[config.mk]
export PLATFORM = sky130hd
export DESIGN_NAME = bitfield_lsu
export DESIGN_NICKNAME = d
export VERILOG_FILES = /design/src/rtl/bfl_pkg.sv /design/src/rtl/bfl_addr_gen.sv /design/src/rtl/bfl_extract.sv /design/src/rtl/bfl_insert.sv /design/src/rtl/bitfield_lsu.sv
export SDC_FILE = /design/constraint.sdc
export NUM_CORES = 1
export LEC_CHECK = 0
export ABC_AREA = 1
export BUFFER_PORTS_ARGS = -buffer_cell sky130_fd_sc_hd__buf_2
export CAP_MARGIN = 10
export CELL_PAD_IN_SITES_DETAIL_PLACEMENT = 0
export CELL_PAD_IN_SITES_GLOBAL_PLACEMENT = 1
export CORE_AREA = 4 4 324 326
export CTS_CLUSTER_DIAMETER = 30
export DETAILED_ROUTE_END_ITERATION = 8
export DIE_AREA = 0 0 328 330
export HOLD_SLACK_MARGIN = 0.02
export PLACE_DENSITY_LB_ADDON = 0.1
export SLEW_MARGIN = 20
export SYNTH_ARGS = -nofsm -noshare
export SYNTH_HDL_FRONTEND = slang
export SYNTH_SLANG_ARGS = --single-unit
[constraint.sdc]
create_clock -name clk -period 3.55 [get_ports clk]
set_clock_uncertainty 0.2 [all_clocks]
set_input_delay 0 -clock clk [delete_from_list [all_inputs] [get_ports clk]]
set_output_delay 0 -clock clk [all_outputs]
set_load 0.05 [all_outputs]
[src/rtl/bfl_pkg.sv]
// Shared types for the bit-offset field load/store unit.
// Assumes field widths never exceed 32 bits.
package bfl_pkg;

    typedef enum logic [1:0] {
        FS_BIT  = 2'd0,
        FS_BYTE = 2'd1,
        FS_HALF = 2'd2,
        FS_WORD = 2'd3
    } fsize_e;

    typedef enum logic [2:0] {
        ST_IDLE,
        ST_RD_LO,
        ST_RD_HI,
        ST_CAP,
        ST_ACT,
        ST_WR_LO,
        ST_WR_HI,
        ST_FIN
    } lsu_state_e;

    // Field width in bits for a size code.
    function automatic logic [6:0] fsize_bits(fsize_e s);
        case (s)
            FS_BIT:  return 7'd1;
            FS_BYTE: return 7'd8;
            FS_HALF: return 7'd16;
            default: return 7'd32;
        endcase
    endfunction

endpackage

[src/rtl/bfl_addr_gen.sv]
// Address generation: turns a word address plus bit offset into the first
// word, the following word, the start bit, the width and a straddle flag.
// Assumes WW is a power of two.
module bfl_addr_gen
    import bfl_pkg::*;
#(
    parameter int AW = 32,
    parameter int OW = 32,
    parameter int WW = 32,
    localparam int SB = $clog2(WW)
) (
    input  logic [AW-1:0] waddr,
    input  logic [OW-1:0] boff,
    input  logic [1:0]    size,
    output logic [AW-1:0] word0,
    output logic [AW-1:0] word1,
    output logic [SB-1:0] start,
    output logic [SB+1:0] width,
    output logic          span
);

    // Combinational split of the offset and straddle test.
    always_comb begin
        word0 = waddr + AW'(boff >> SB);
        word1 = word0 + AW'(1);
        start = boff[SB-1:0];
        width = (SB+2)'(fsize_bits(fsize_e'(size)));
        span  = ({2'b00, start} + width) > (SB+2)'(WW);
    end

endmodule

[src/rtl/bfl_extract.sv]
// Field extraction: shifts the two-word window right to the start bit,
// masks to the field width and optionally sign-extends.
// Assumes width is between 1 and WW.
module bfl_extract #(
    parameter int WW = 32,
    parameter int RW = 2 * WW,
    localparam int SB = $clog2(WW)
) (
    input  logic [RW-1:0] window,
    input  logic [SB-1:0] start,
    input  logic [SB+1:0] width,
    input  logic          sign_en,
    output logic [RW-1:0] value
);

    logic [RW-1:0] mask;
    logic [RW-1:0] shifted;

    // Right-align, mask and extend the field.
    always_comb begin
        mask    = (RW'(1) << width) - RW'(1);
        shifted = window >> start;
        value   = shifted & mask;
        if (sign_en && shifted[width - (SB+2)'(1)])
            value = value | ~mask;
    end

endmodule

[src/rtl/bfl_insert.sv]
// Field insertion: replaces the masked field bits of the two-word window
// with store data and flags which half of the window changed.
// Assumes width is between 1 and WW.
module bfl_insert #(
    parameter int WW = 32,
    parameter int RW = 2 * WW,
    localparam int SB = $clog2(WW)
) (
    input  logic [RW-1:0] window,
    input  logic [SB-1:0] start,
    input  logic [SB+1:0] width,
    input  logic [WW-1:0] fdata,
    output logic [RW-1:0] merged,
    output logic          chg_lo,
    output logic          chg_hi
);

    logic [RW-1:0] fmask;
    logic [RW-1:0] placed;

    // Build the positioned mask, merge and compare per word.
    always_comb begin
        fmask  = ((RW'(1) << width) - RW'(1)) << start;
        placed = RW'(fdata) << start;
        merged = (window & ~fmask) | (placed & fmask);
        chg_lo = merged[WW-1:0]  != window[WW-1:0];
        chg_hi = merged[RW-1:WW] != window[RW-1:WW];
    end

endmodule

[src/rtl/bitfield_lsu.sv]
// Top level of the bit-offset field load/store unit. Takes one request at a
// time, reads one or two words, then returns the field or writes back the
// changed words. Assumes a memory whose read data follows one cycle after
// a read request, and which accepts one access per cycle.
module bitfield_lsu
    import bfl_pkg::*;
#(
    parameter int AW = 32,
    parameter int OW = 32,
    parameter int WW = 32,
    localparam int RW = 2 * WW,
    localparam int SB = $clog2(WW)
) (
    input  logic          clk,
    input  logic          rst_n,
    input  logic          req_valid,
    output logic          req_ready,
    input  logic          req_store,
    input  logic [1:0]    req_size,
    input  logic          req_signed,
    input  logic [AW-1:0] req_waddr,
    input  logic [OW-1:0] req_boff,
    input  logic [WW-1:0] req_wdata,
    output logic          done,
    output logic [RW-1:0] load_data,
    output logic          mem_req,
    output logic          mem_we,
    output logic [AW-1:0] mem_addr,
    output logic [WW-1:0] mem_wdata,
    input  logic [WW-1:0] mem_rdata
);

    lsu_state_e    st_q, st_d;
    logic          accept;

    logic [AW-1:0] a_word0, a_word1;
    logic [SB-1:0] a_start;
    logic [SB+1:0] a_width;
    logic          a_span;

    logic          r_store, r_sign, r_span;
    logic [AW-1:0] r_word0, r_word1;
    logic [SB-1:0] r_start;
    logic [SB+1:0] r_width;
    logic [WW-1:0] r_wdata;
    logic [WW-1:0] lo_q, hi_q;
    logic [RW-1:0] win_q;
    logic          wr_hi_q;

    logic [RW-1:0] ext_val, ins_val;
    logic          chg_lo, chg_hi;

    assign req_ready = (st_q == ST_IDLE);
    assign accept    = req_valid && req_ready;
    assign done      = (st_q == ST_FIN);

    bfl_addr_gen #(.AW(AW), .OW(OW), .WW(WW)) u_addr (
        .waddr (req_waddr),
        .boff  (req_boff),
        .size  (req_size),
        .word0 (a_word0),
        .word1 (a_word1),
        .start (a_start),
        .width (a_width),
        .span  (a_span)
    );

    bfl_extract #(.WW(WW), .RW(RW)) u_ext (
        .window  ({hi_q, lo_q}),
        .start   (r_start),
        .width   (r_width),
        .sign_en (r_sign),
        .value   (ext_val)
    );

    bfl_insert #(.WW(WW), .RW(RW)) u_ins (
        .window (win_q_src()),
        .start  (r_start),
        .width  (r_width),
        .fdata  (r_wdata),
        .merged (ins_val),
        .chg_lo (chg_lo),
        .chg_hi (chg_hi)
    );

    // Window presented to the insert stage: the two captured words.
    function automatic logic [RW-1:0] win_q_src();
        return {hi_q, lo_q};
    endfunction

    // Sequence the request through reads, the action step and writes.
    always_comb begin
        st_d = st_q;
        case (st_q)
            ST_IDLE:  if (accept) st_d = ST_RD_LO;
            ST_RD_LO: st_d = ST_RD_HI;
            ST_RD_HI: st_d = ST_CAP;
            ST_CAP:   st_d = ST_ACT;
            ST_ACT: begin
                if (!r_store)                     st_d = ST_FIN;
                else if (chg_lo)                  st_d = ST_WR_LO;
                else if (chg_hi && r_span)        st_d = ST_WR_HI;
                else                              st_d = ST_FIN;
            end
            ST_WR_LO: st_d = wr_hi_q ? ST_WR_HI : ST_FIN;
            ST_WR_HI: st_d = ST_FIN;
            default:  st_d = ST_IDLE;
        endcase
    end

    // State register.
    always_ff @(posedge clk) begin
        if (!rst_n) st_q <= ST_IDLE;
        else        st_q <= st_d;
    end

    // Latch the decoded request when it is accepted.
    always_ff @(posedge clk) begin
        if (!rst_n) begin
            r_store <= 1'b0;
            r_sign  <= 1'b0;
            r_span  <= 1'b0;
            r_word0 <= '0;
            r_word1 <= '0;
            r_start <= '0;
            r_width <= '0;
            r_wdata <= '0;
        end else if (accept) begin
            r_store <= req_store;
            r_sign  <= req_signed;
            r_span  <= a_span;
            r_word0 <= a_word0;
            r_word1 <= a_word1;
            r_start <= a_start;
            r_width <= a_width;
            r_wdata <= req_wdata;
        end
    end

    // Capture returned read data; the upper word is zero when not straddling.
    always_ff @(posedge clk) begin
        if (!rst_n) begin
            lo_q <= '0;
            hi_q <= '0;
        end else if (st_q == ST_RD_HI) begin
            lo_q <= mem_rdata;
        end else if (st_q == ST_CAP) begin
            hi_q <= r_span ? mem_rdata : '0;
        end
    end

    // Action step: hold merged store window and publish load results.
    always_ff @(posedge clk) begin
        if (!rst_n) begin
            win_q     <= '0;
            wr_hi_q   <= 1'b0;
            load_data <= '0;
        end else if (st_q == ST_ACT) begin
            win_q   <= ins_val;
            wr_hi_q <= chg_hi && r_span;
            if (!r_store) load_data <= ext_val;
        end
    end

    // Drive the word-memory port from the current state.
    always_comb begin
        mem_req   = 1'b0;
        mem_we    = 1'b0;
        mem_addr  = r_word0;
        mem_wdata = win_q[WW-1:0];
        case (st_q)
            ST_RD_LO: mem_req = 1'b1;
            ST_RD_HI: begin
                mem_req  = r_span;
                mem_addr = r_word1;
            end
            ST_WR_LO: begin
                mem_req = 1'b1;
                mem_we  = 1'b1;
            end
            ST_WR_HI: begin
                mem_req   = 1'b1;
                mem_we    = 1'b1;
                mem_addr  = r_word1;
                mem_wdata = win_q[RW-1:WW];
            end
            default: ;
        endcase
    end

endmodule

==> metrics.log, run 1 <==
[metrics] sum of routed wire segments on met1: 65.78 mm
[metrics] DRC Markers: 0
[metrics] routed wire length: 140.5 mm
[metrics] portion of the post-synthesis area used by sequential elements: 24.03%
[metrics] met2 wire length: 64.13 mm
[metrics] Inserted Clock Buffers: 104
[metrics] area of the mapped netlist: 25330 um^2
[metrics] clock transition at the registers of the reported paths: 0.04 ns
[metrics] H-tree depth: 3
[metrics] placeable core area: 101700 um^2
[metrics] share of the core filled with cells in the final layout: 38.63%
[metrics] total nets after synthesis: 4384
[metrics] Starting Density: 24.90%
[metrics] status: finished with violations
[metrics] number of synthesized register bits: 304
[metrics] cells taking the most area after synthesis: sky130_fd_sc_hd__dfxtp_1, sky130_fd_sc_hd__nand2_1, sky130_fd_sc_hd__o21ai_0
[metrics] Iteration-0 DRC Markers: 2339
[metrics] Antenna Nets Post-Route: 0
[metrics] multi-input gate area in the final layout: 17310 um^2
[metrics] Min-Delay Path Depth: 9
[metrics] sum of met3 wire segment lengths after detailed routing: 6.785 mm
[metrics] PortBufs: 266
[metrics] area of the die: 108200 um^2
[metrics] Total Power: 32.40 mW
[metrics] class of the tightest hold or removal check: input pin to flop
[metrics] Critical Path AT: 3.96 ns
[metrics] unrepaired setup endpoints after global routing: true
[metrics] estimated wirelength of the detail-placed design: 111.1 mm
[metrics] critical path data required time: 3.96 ns
[metrics] P&R area growth vs syn: 55.17%
[metrics] first-pass GRT wire length: 202.7 mm
[metrics] mean post-synth cell area: 6.016 um^2
[metrics] library cells used by synthesis: 65
[metrics] total power divided by cell area: 824.2 nW/um^2
[metrics] Top-Level Pins: 267
[metrics] Period Utilization, post-route: 100.1%
[metrics] drt via density: 4.866
[metrics] Post-synth EDFFs: 0
[metrics] number of antenna violations at the first check in global routing: 17
[metrics] minimum clock period after layout: 3.553 ns
[metrics] final layout net count: 5325
[metrics] final hold viol count: 0
[metrics] top fanout value on the critical path: 5
[metrics] CTS tree: built
[metrics] number of clock sinks: 304
[metrics] highest metal layer with signal wires: met5
[metrics] maximum buffer depth of the clock tree: 3
[metrics] fraction of registers with async set or reset after synthesis: 0%
[metrics] cell chosen for the clock root: sky130_fd_sc_hd__clkbuf_16
[metrics] Avg WL per Cell: 21.22 um
[metrics] Fmax: 281.5 MHz
[metrics] residual overflow from global routing: 0
[metrics] Max transition margin: 33.26%
[metrics] pin count of the biggest net entering global routing: 134
[metrics] most used standard cells in the synthesized netlist: sky130_fd_sc_hd__nand2_1, sky130_fd_sc_hd__o21ai_0, sky130_fd_sc_hd__inv_1
[metrics] endpoint of the lowest-slack register-to-register path: win_q[34]$_SDFFE_PN0N_
[metrics] CP Capture Type: flop
[metrics] dominant register cell in the synthesized netlist: sky130_fd_sc_hd__dfxtp_1
[metrics] most repeated cell in the gate-level netlist after synthesis: sky130_fd_sc_hd__nand2_1
[metrics] proportion of netlist area held by the largest area contributor: 24.03%
[metrics] max-capacitance violation count: 0
[metrics] proportion of layout cells with a drive suffix above 1: 26.43%
[metrics] insertion delay to the later sink of the worst-skew pair: 0.67 ns
[metrics] flip-flop and latch area: 6110 um^2
[metrics] flop-to-flop setup slack: -0.003 ns
[metrics] GP Congestion: 0.9479
[metrics] PnR worst setup slack: -0.002697 ns
[metrics] kind of critical path: flop to flop
[metrics] P_leak: 18.40 nW
[metrics] DIE HEIGHT: 330 um
[metrics] number of cells on the worst reg-to-reg path: 22
[metrics] count of warnings emitted by yosys: 0
[metrics] worst-margin pin slew: 0.9997 ns
[metrics] launching element type of the critical path: flop
[metrics] worst-case setup slack after placement: -0.3324 ns
[metrics] total negative slack for setup checks: -0.002697 ns
[metrics] floorplan row count: 117
[metrics] detailed-router iteration count before antenna repair: 5
[metrics] number of global-route vias before repair: 30790
[metrics] violated checks: negative setup slack
[metrics] chip width: 328 um
[metrics] number of standard cells after synthesis: 4210
[metrics] fill cell instance count of the final layout: 11190
[metrics] hold worst-path end: r_word0[28]$_SDFFE_PN0P_
[metrics] library cell occupying the most area in the post-synthesis netlist: sky130_fd_sc_hd__dfxtp_1
[metrics] startpoint of the tightest hold check path: req_waddr[26]
[metrics] total count of max-transition violations in the final report: 0
[metrics] total via count after detailed routing: 32200
[metrics] Reg2Reg Launch Point: r_width[0]$_SDFFE_PN0P_
[metrics] global router's overall resource usage: 24.92%
[metrics] setup violation total in the final timing report: 1
[metrics] worst IR drop on VDD: 371.8 uV
## how the worst max path moves through the flow
stage / startpoint / slack [ns] / cells after the start / endpoint
floorplan: r_width[0]$_SDFFE_PN0P_ / 0.03 / 28 / st_q[1]$_SDFFE_PN0P_
global route: r_width[0]$_SDFFE_PN0P_ / -0.13 / 25 / st_q[0]$_SDFFE_PN0P_
global placement: r_width[3]$_SDFFE_PN0P_ / -0.33 / 25 / st_q[0]$_SDFFE_PN0P_
finish: r_width[0]$_SDFFE_PN0P_ / -0.003 / 22 / win_q[34]$_SDFFE_PN0N_
detailed placement: r_width[3]$_SDFFE_PN0P_ / -0.33 / 25 / st_q[0]$_SDFFE_PN0P_
CTS: r_width[0]$_SDFFE_PN0P_ / 0.002 / 25 / st_q[0]$_SDFFE_PN0P_
## layer usage
layer | track usage [%] | vias to the layer above
met5 | 0 | -
met4 | 6.281 | 12
met3 | 3.439 | 187
met2 | 41.07 | 797
met1 | 34.28 | 15110
li1 | - | 16090
## area by class of cell
| class | count | area share (%) |
|---|---|---|
| Multi-Input combinational cell | 3180 | 44.05 |
| Timing Repair Buffer | 1105 | 22.12 |
| Sequential cell | 304 | 15.54 |
| Clock buffer | 150 | 7.748 |
| Inverter | 455 | 4.406 |
| Tap cell | 1368 | 4.355 |
| Clock inverter | 46 | 1.687 |
| Antenna cell | 9 | 0.05730 |
| Timing Repair inverter | 1 | 0.02865 |
## placed cells by master (no fill, tap or decap), types with 12 or more instances in the layout
master	instances
sky130_fd_sc_hd__a31oi_1	51
sky130_fd_sc_hd__clkbuf_16	108
sky130_fd_sc_hd__clkbuf_8	27
sky130_fd_sc_hd__buf_4	563
sky130_fd_sc_hd__ha_1	29
sky130_fd_sc_hd__mux2i_1	68
sky130_fd_sc_hd__dlygate4sd3_1	239
sky130_fd_sc_hd__or2_2	13
sky130_fd_sc_hd__dfxtp_1	297
sky130_fd_sc_hd__nand3_1	297
sky130_fd_sc_hd__o21ai_1	91
sky130_fd_sc_hd__o21ai_0	496
sky130_fd_sc_hd__buf_12	25
sky130_fd_sc_hd__inv_1	425
sky130_fd_sc_hd__clkinv_2	22
sky130_fd_sc_hd__xor2_1	27
sky130_fd_sc_hd__a21oi_1	355
sky130_fd_sc_hd__nor3_1	15
sky130_fd_sc_hd__nand4_1	81
sky130_fd_sc_hd__buf_2	265
sky130_fd_sc_hd__clkbuf_1	19
sky130_fd_sc_hd__nand2_1	994
sky130_fd_sc_hd__nand3_2	96
sky130_fd_sc_hd__o21a_1	23
sky130_fd_sc_hd__nand2_2	48
sky130_fd_sc_hd__inv_2	21
sky130_fd_sc_hd__nand3_4	20
sky130_fd_sc_hd__a211oi_1	32
sky130_fd_sc_hd__nor2_4	12
sky130_fd_sc_hd__nor2_2	19
sky130_fd_sc_hd__o211ai_1	52
sky130_fd_sc_hd__xnor2_1	14
sky130_fd_sc_hd__nor2_1	214
sky130_fd_sc_hd__bufinv_16	13
sky130_fd_sc_hd__o21ai_2	29
## where the power goes
| part | switching (mW) | internal [mW] | total [mW] | leakage, nW |
|---|---|---|---|---|
| Sequential | 0.316 | 3.92 | 4.24 | 2.48 |
| Combinational | 11.8 | 6.83 | 18.6 | 14.1 |
| Clock | 2.74 | 6.82 | 9.56 | 1.82 |
## cell families (layout without fill, tap and decap cells)
family,Yosys count,count (layout),synth area share [%]
AO/OA/AOI/OAI,1178,1178,25.26
multiplexers,71,71,2.816
XOR/XNOR,50,50,2.011
other,0,9,0
flip-flops,304,304,24.03
buffers and inverters,726,1757,11.81
AND/OR/NAND/NOR,1842,1842,32.12
adder cells (fa/ha/maj),39,39,1.956
## state kept, by name, summed over array words and instances (netlist names), 4 cells and up
name and cells:
hi_q 32, lo_q 32, load_data 64, r_start 5, r_wdata 32, r_width 4, r_word0 32, r_word1 32
win_q 64
## what timing repair did
item | 4_1_cts | 5_1_grt
hold endpoints to repair | 291 | 0
buffers inserted | 10 | 16
endpoints found under the setup margin | 16 | 89
gates cloned | 0 | 5
gates resized for setup | 52 | 276
pin swaps | 7 | 55
hold buffers | 243 | 0
## metrics by stage
stage / cells / instance area (um^2) / hold WS [ns]
detailed placement: 6143 / 31770 / 0.06575
global route: 6611 / 39290 / 0.08660
CTS: 6592 / 38150 / 0.02287
global placement: 6143 / 31770 / 0.06066
floorplan: 4210 / 25340 / -0.05538
finish: 6618 / 39300 / 0.01819
## critical path: stages, from the launching register on
cell and delay, ns:
sky130_fd_sc_hd__dfxtp_4 0.38, sky130_fd_sc_hd__inv_4 0.06, sky130_fd_sc_hd__ha_4 0.16, sky130_fd_sc_hd__buf_4 0.15, sky130_fd_sc_hd__nand3_4 0.09, sky130_fd_sc_hd__buf_4 0.12
sky130_fd_sc_hd__nand2_4 0.06, sky130_fd_sc_hd__nor2_4 0.22, sky130_fd_sc_hd__nand2_8 0.11, sky130_fd_sc_hd__buf_4 0.16, sky130_fd_sc_hd__nand2_4 0.06, sky130_fd_sc_hd__nand2_2 0.06
sky130_fd_sc_hd__nand2_1 0.07, sky130_fd_sc_hd__nand3_2 0.14, sky130_fd_sc_hd__nand3_4 0.16, sky130_fd_sc_hd__nand3_2 0.10, sky130_fd_sc_hd__nand3_1 0.25, sky130_fd_sc_hd__buf_4 0.17
sky130_fd_sc_hd__a21oi_1 0.05, sky130_fd_sc_hd__a31oi_1 0.43, sky130_fd_sc_hd__buf_4 0.19, sky130_fd_sc_hd__o21ai_0 0.06, sky130_fd_sc_hd__inv_1 0.05
(Power assumes the default switching activity.)
==> run 2, diff against run 1 <==
TNS_END_PERCENT = 1   (was not set)
==> metrics.log, run 2 (synthesis gave the netlist of run 1 again) <==
[metrics] Top-Level Pins: 267 (unchanged)
[metrics] endpoint of the lowest-slack register-to-register path: st_q[0]$_SDFFE_PN0P_
[metrics] internal power summed over all cells: 17.52 mW (-0.25%)
[metrics] total negative slack for setup checks: 0 ns (+0.002697 ns)
[metrics] max-capacitance violation count: 0 (unchanged)
[metrics] final layout net count: 5322 (-0.056%)
[metrics] total power divided by cell area: 824.3 nW/um^2 (about the same)
[metrics] maximum buffer depth of the clock tree: 3 (unchanged)
[metrics] part of the power in the clock network: 29.6% (about the same)
[metrics] global router's overall resource usage: 24.92% (unchanged)
[metrics] chip width: 328 um (unchanged)
[metrics] largest registers: load_data x64, win_q x64
[metrics] most numerous cell on the critical path: sky130_fd_sc_hd__nand2_2
[metrics] leading cell type in the layout, fill and taps excluded: sky130_fd_sc_hd__nand2_1
[metrics] critical path data required time: 3.90 ns (-0.06 ns)
[metrics] Starting Density: 24.90% (unchanged)
[metrics] Min-Delay Path Depth: 9 (unchanged)
[metrics] worst IR drop on VDD: 371.6 uV (about the same)
[metrics] floorplan row count: 117 (unchanged)
[metrics] pin count of the biggest net entering global routing: 134 (unchanged)
[metrics] setup violation total in the final timing report: 0 (-1)
[metrics] Reg2Reg Launch Point: r_width[0]$_SDFFE_PN0P_
[metrics] status: finished, final reports clean
[metrics] slowest stage delay, CP: 0.38 ns (-0.05 ns)
[metrics] Critical Path AT: 3.81 ns (-0.15 ns)
[metrics] kind of critical path: flop to flop
[metrics] reported net switching power: 14.77 mW (-0.41%)
[metrics] hold worst-path end: r_word0[28]$_SDFFE_PN0P_
[metrics] Inserted Clock Buffers: 104 (unchanged)
[metrics] Iteration-0 DRC Markers: 2341 (+0.086%)
[metrics] PortBufs: 266 (unchanged)
[metrics] number of cells on the worst reg-to-reg path: 28 (+27%)
[metrics] number of global-route vias before repair: 30790 (unchanged)
[metrics] share of the core filled with cells in the final layout: 38.50% (-0.13 points)
[metrics] insertion delay to the later sink of the worst-skew pair: 0.67 ns (about the same)
[metrics] GP Congestion: 0.9479 (unchanged)
[metrics] top library cells by usage in the layout, fill and taps aside: sky130_fd_sc_hd__nand2_1, sky130_fd_sc_hd__buf_4, sky130_fd_sc_hd__o21ai_0
[metrics] share of total power consumed by net switching: 45.73% (about the same)
[metrics] number of clock sinks: 304 (unchanged)
[metrics] CTS tree: built
[metrics] Antenna Nets Post-Route: 0 (unchanged)
[metrics] portion of total power attributed to sequential cells: 13.1% (about the same)
[metrics] total count of max-transition violations in the final report: 0 (unchanged)
[metrics] Period Utilization, post-route: 97.45% (-2.6 points)
[metrics] proportion of layout cells with a drive suffix above 1: 25.95% (-0.48 points)
[metrics] minimum clock period after layout: 3.459 ns (-0.09331 ns)
[metrics] placeable core area: 101700 um^2 (unchanged)
[metrics] cell chosen for the clock root: sky130_fd_sc_hd__clkbuf_16
[metrics] unrepaired setup endpoints after global routing: true
[metrics] P_leak: 18.35 nW (-0.27%)
[metrics] startpoint of the tightest hold check path: req_waddr[26]
[metrics] area of the die: 108200 um^2 (unchanged)
[metrics] clock transition at the registers of the reported paths: 0.04 ns (about the same)
[metrics] class of the tightest hold or removal check: input pin to flop
[metrics] CP Capture Type: flop
[metrics] DIE HEIGHT: 330 um (unchanged)
[metrics] Fmax: 289.1 MHz (+2.7%)
[metrics] P&R area growth vs syn: 54.65%
[metrics] Avg WL per Cell: 21.16 um (-0.31%)
[metrics] combinational share of power: 57.3% (about the same)
[metrics] launching element type of the critical path: flop
[metrics] DRC Markers: 0 (unchanged)
[metrics] final hold viol count: 0 (unchanged)
[metrics] number of antenna violations at the first check in global routing: 17 (unchanged)
[metrics] total via count after detailed routing: 32130 (-0.22%)
[metrics] routed wire length: 140.0 mm (-0.31%)
[metrics] Max transition margin: 34.36% (+1.1 points)
[metrics] flop-to-flop setup slack: 0.09 ns (+0.09 ns)
[metrics] estimated wirelength of the detail-placed design: 111.1 mm (unchanged)
[metrics] residual overflow from global routing: 0 (unchanged)
[metrics] slowest cell on the critical path: sky130_fd_sc_hd__dfxtp_4
[metrics] top fanout value on the critical path: 5 (unchanged)
[metrics] H-tree depth: 3 (unchanged)
[metrics] worst-margin pin slew: 0.9831 ns (-0.01656 ns)
[metrics] detailed-router iteration count before antenna repair: 7 (+2)
[metrics] drt via density: 4.855 (-0.22%)
[metrics] Total Power: 32.29 mW (-0.32%)
[metrics] fill cell instance count of the final layout: 11200 (+0.089%)
[metrics] first-pass GRT wire length: 202.7 mm (unchanged)
[run 2: per-layer routing]
metal / share of wire [%] / global-route usage (%) / routed length (um)
met1: 47 / 34.28 / 65550
met2: 46 / 41.07 / 64010
met3: 4.8 / 3.439 / 6738
met4: 2.6 / 6.281 / 3645
met5: 0.054 / 0 / 76
[run 2: critical path: cells and delay by family (launching register included)]
family	cells	cell delay (ns)
AND/OR/NAND/NOR	20	1.84
buffers and inverters	6	0.71
flip-flops	1	0.38
adder cells (fa/ha/maj)	1	0.16
AO/OA/AOI/OAI	1	0.05
[run 2: area by class of cell]
type / instances / area (um^2) / share of cell area (%)
Clock buffer: 150 / 3045 / 7.774
Clock inverter: 46 / 663.1 / 1.693
Inverter: 455 / 1732 / 4.421
Tap cell: 1368 / 1712 / 4.369
Sequential cell: 304 / 6110 / 15.60
Antenna cell: 12 / 30.03 / 0.07666
Timing Repair Buffer: 1103 / 8661 / 22.11
Multi-Input combinational cell: 3180 / 17220 / 43.96
[run 2: worst max-delay path by stage]
stage          slack [ns]  cells after the start                    to               startpoint
2_1_floorplan        0.03                     28  st_q[1]$_SDFFE_PN0P_  r_width[0]$_SDFFE_PN0P_
3_3_place_gp        -0.33                     25  st_q[0]$_SDFFE_PN0P_  r_width[3]$_SDFFE_PN0P_
3_5_place_dp        -0.33                     25  st_q[0]$_SDFFE_PN0P_  r_width[3]$_SDFFE_PN0P_
4_1_cts             0.002                     25  st_q[0]$_SDFFE_PN0P_  r_width[0]$_SDFFE_PN0P_
5_1_grt             -0.13                     25  st_q[0]$_SDFFE_PN0P_  r_width[0]$_SDFFE_PN0P_
6_report             0.09                     28  st_q[0]$_SDFFE_PN0P_  r_width[0]$_SDFFE_PN0P_
[run 2: per-stage QoR]
stage / hold WS [ns] / instance area (um^2) / std cells / setup slack, ns
final: 0.01941 / 39170 / 6618 / 0.09062
after global routing: 0.08660 / 39150 / 6608 / -0.1307
after CTS: 0.02287 / 38150 / 6592 / 0.002375
after detailed placement: 0.06575 / 31770 / 6143 / -0.3324
after global placement: 0.06066 / 31770 / 6143 / -0.3299
after floorplan: -0.05538 / 25340 / 4210 / 0.03425
[run 2: power by group through the flow]
stage / logic, mW / registers [mW] / clock network (mW)
after floorplan: 8.48 / 4.31 / 0
after global placement: 16.9 / 4.28 / 0
after detailed placement: 16.8 / 4.28 / 0
after CTS: 17.5 / 4.23 / 9.71
after global routing: 19.8 / 4.28 / 9.93
final: 18.5 / 4.24 / 9.56
[run 2: repair_timing]
action	4_1_cts	5_1_grt
endpoints found under the hold margin	291	0
pin swaps	7	48
gates resized for setup	52	233
buffers inserted	10	14
endpoints found under the setup margin	16	89
hold buffers	243	0
cloned	0	3
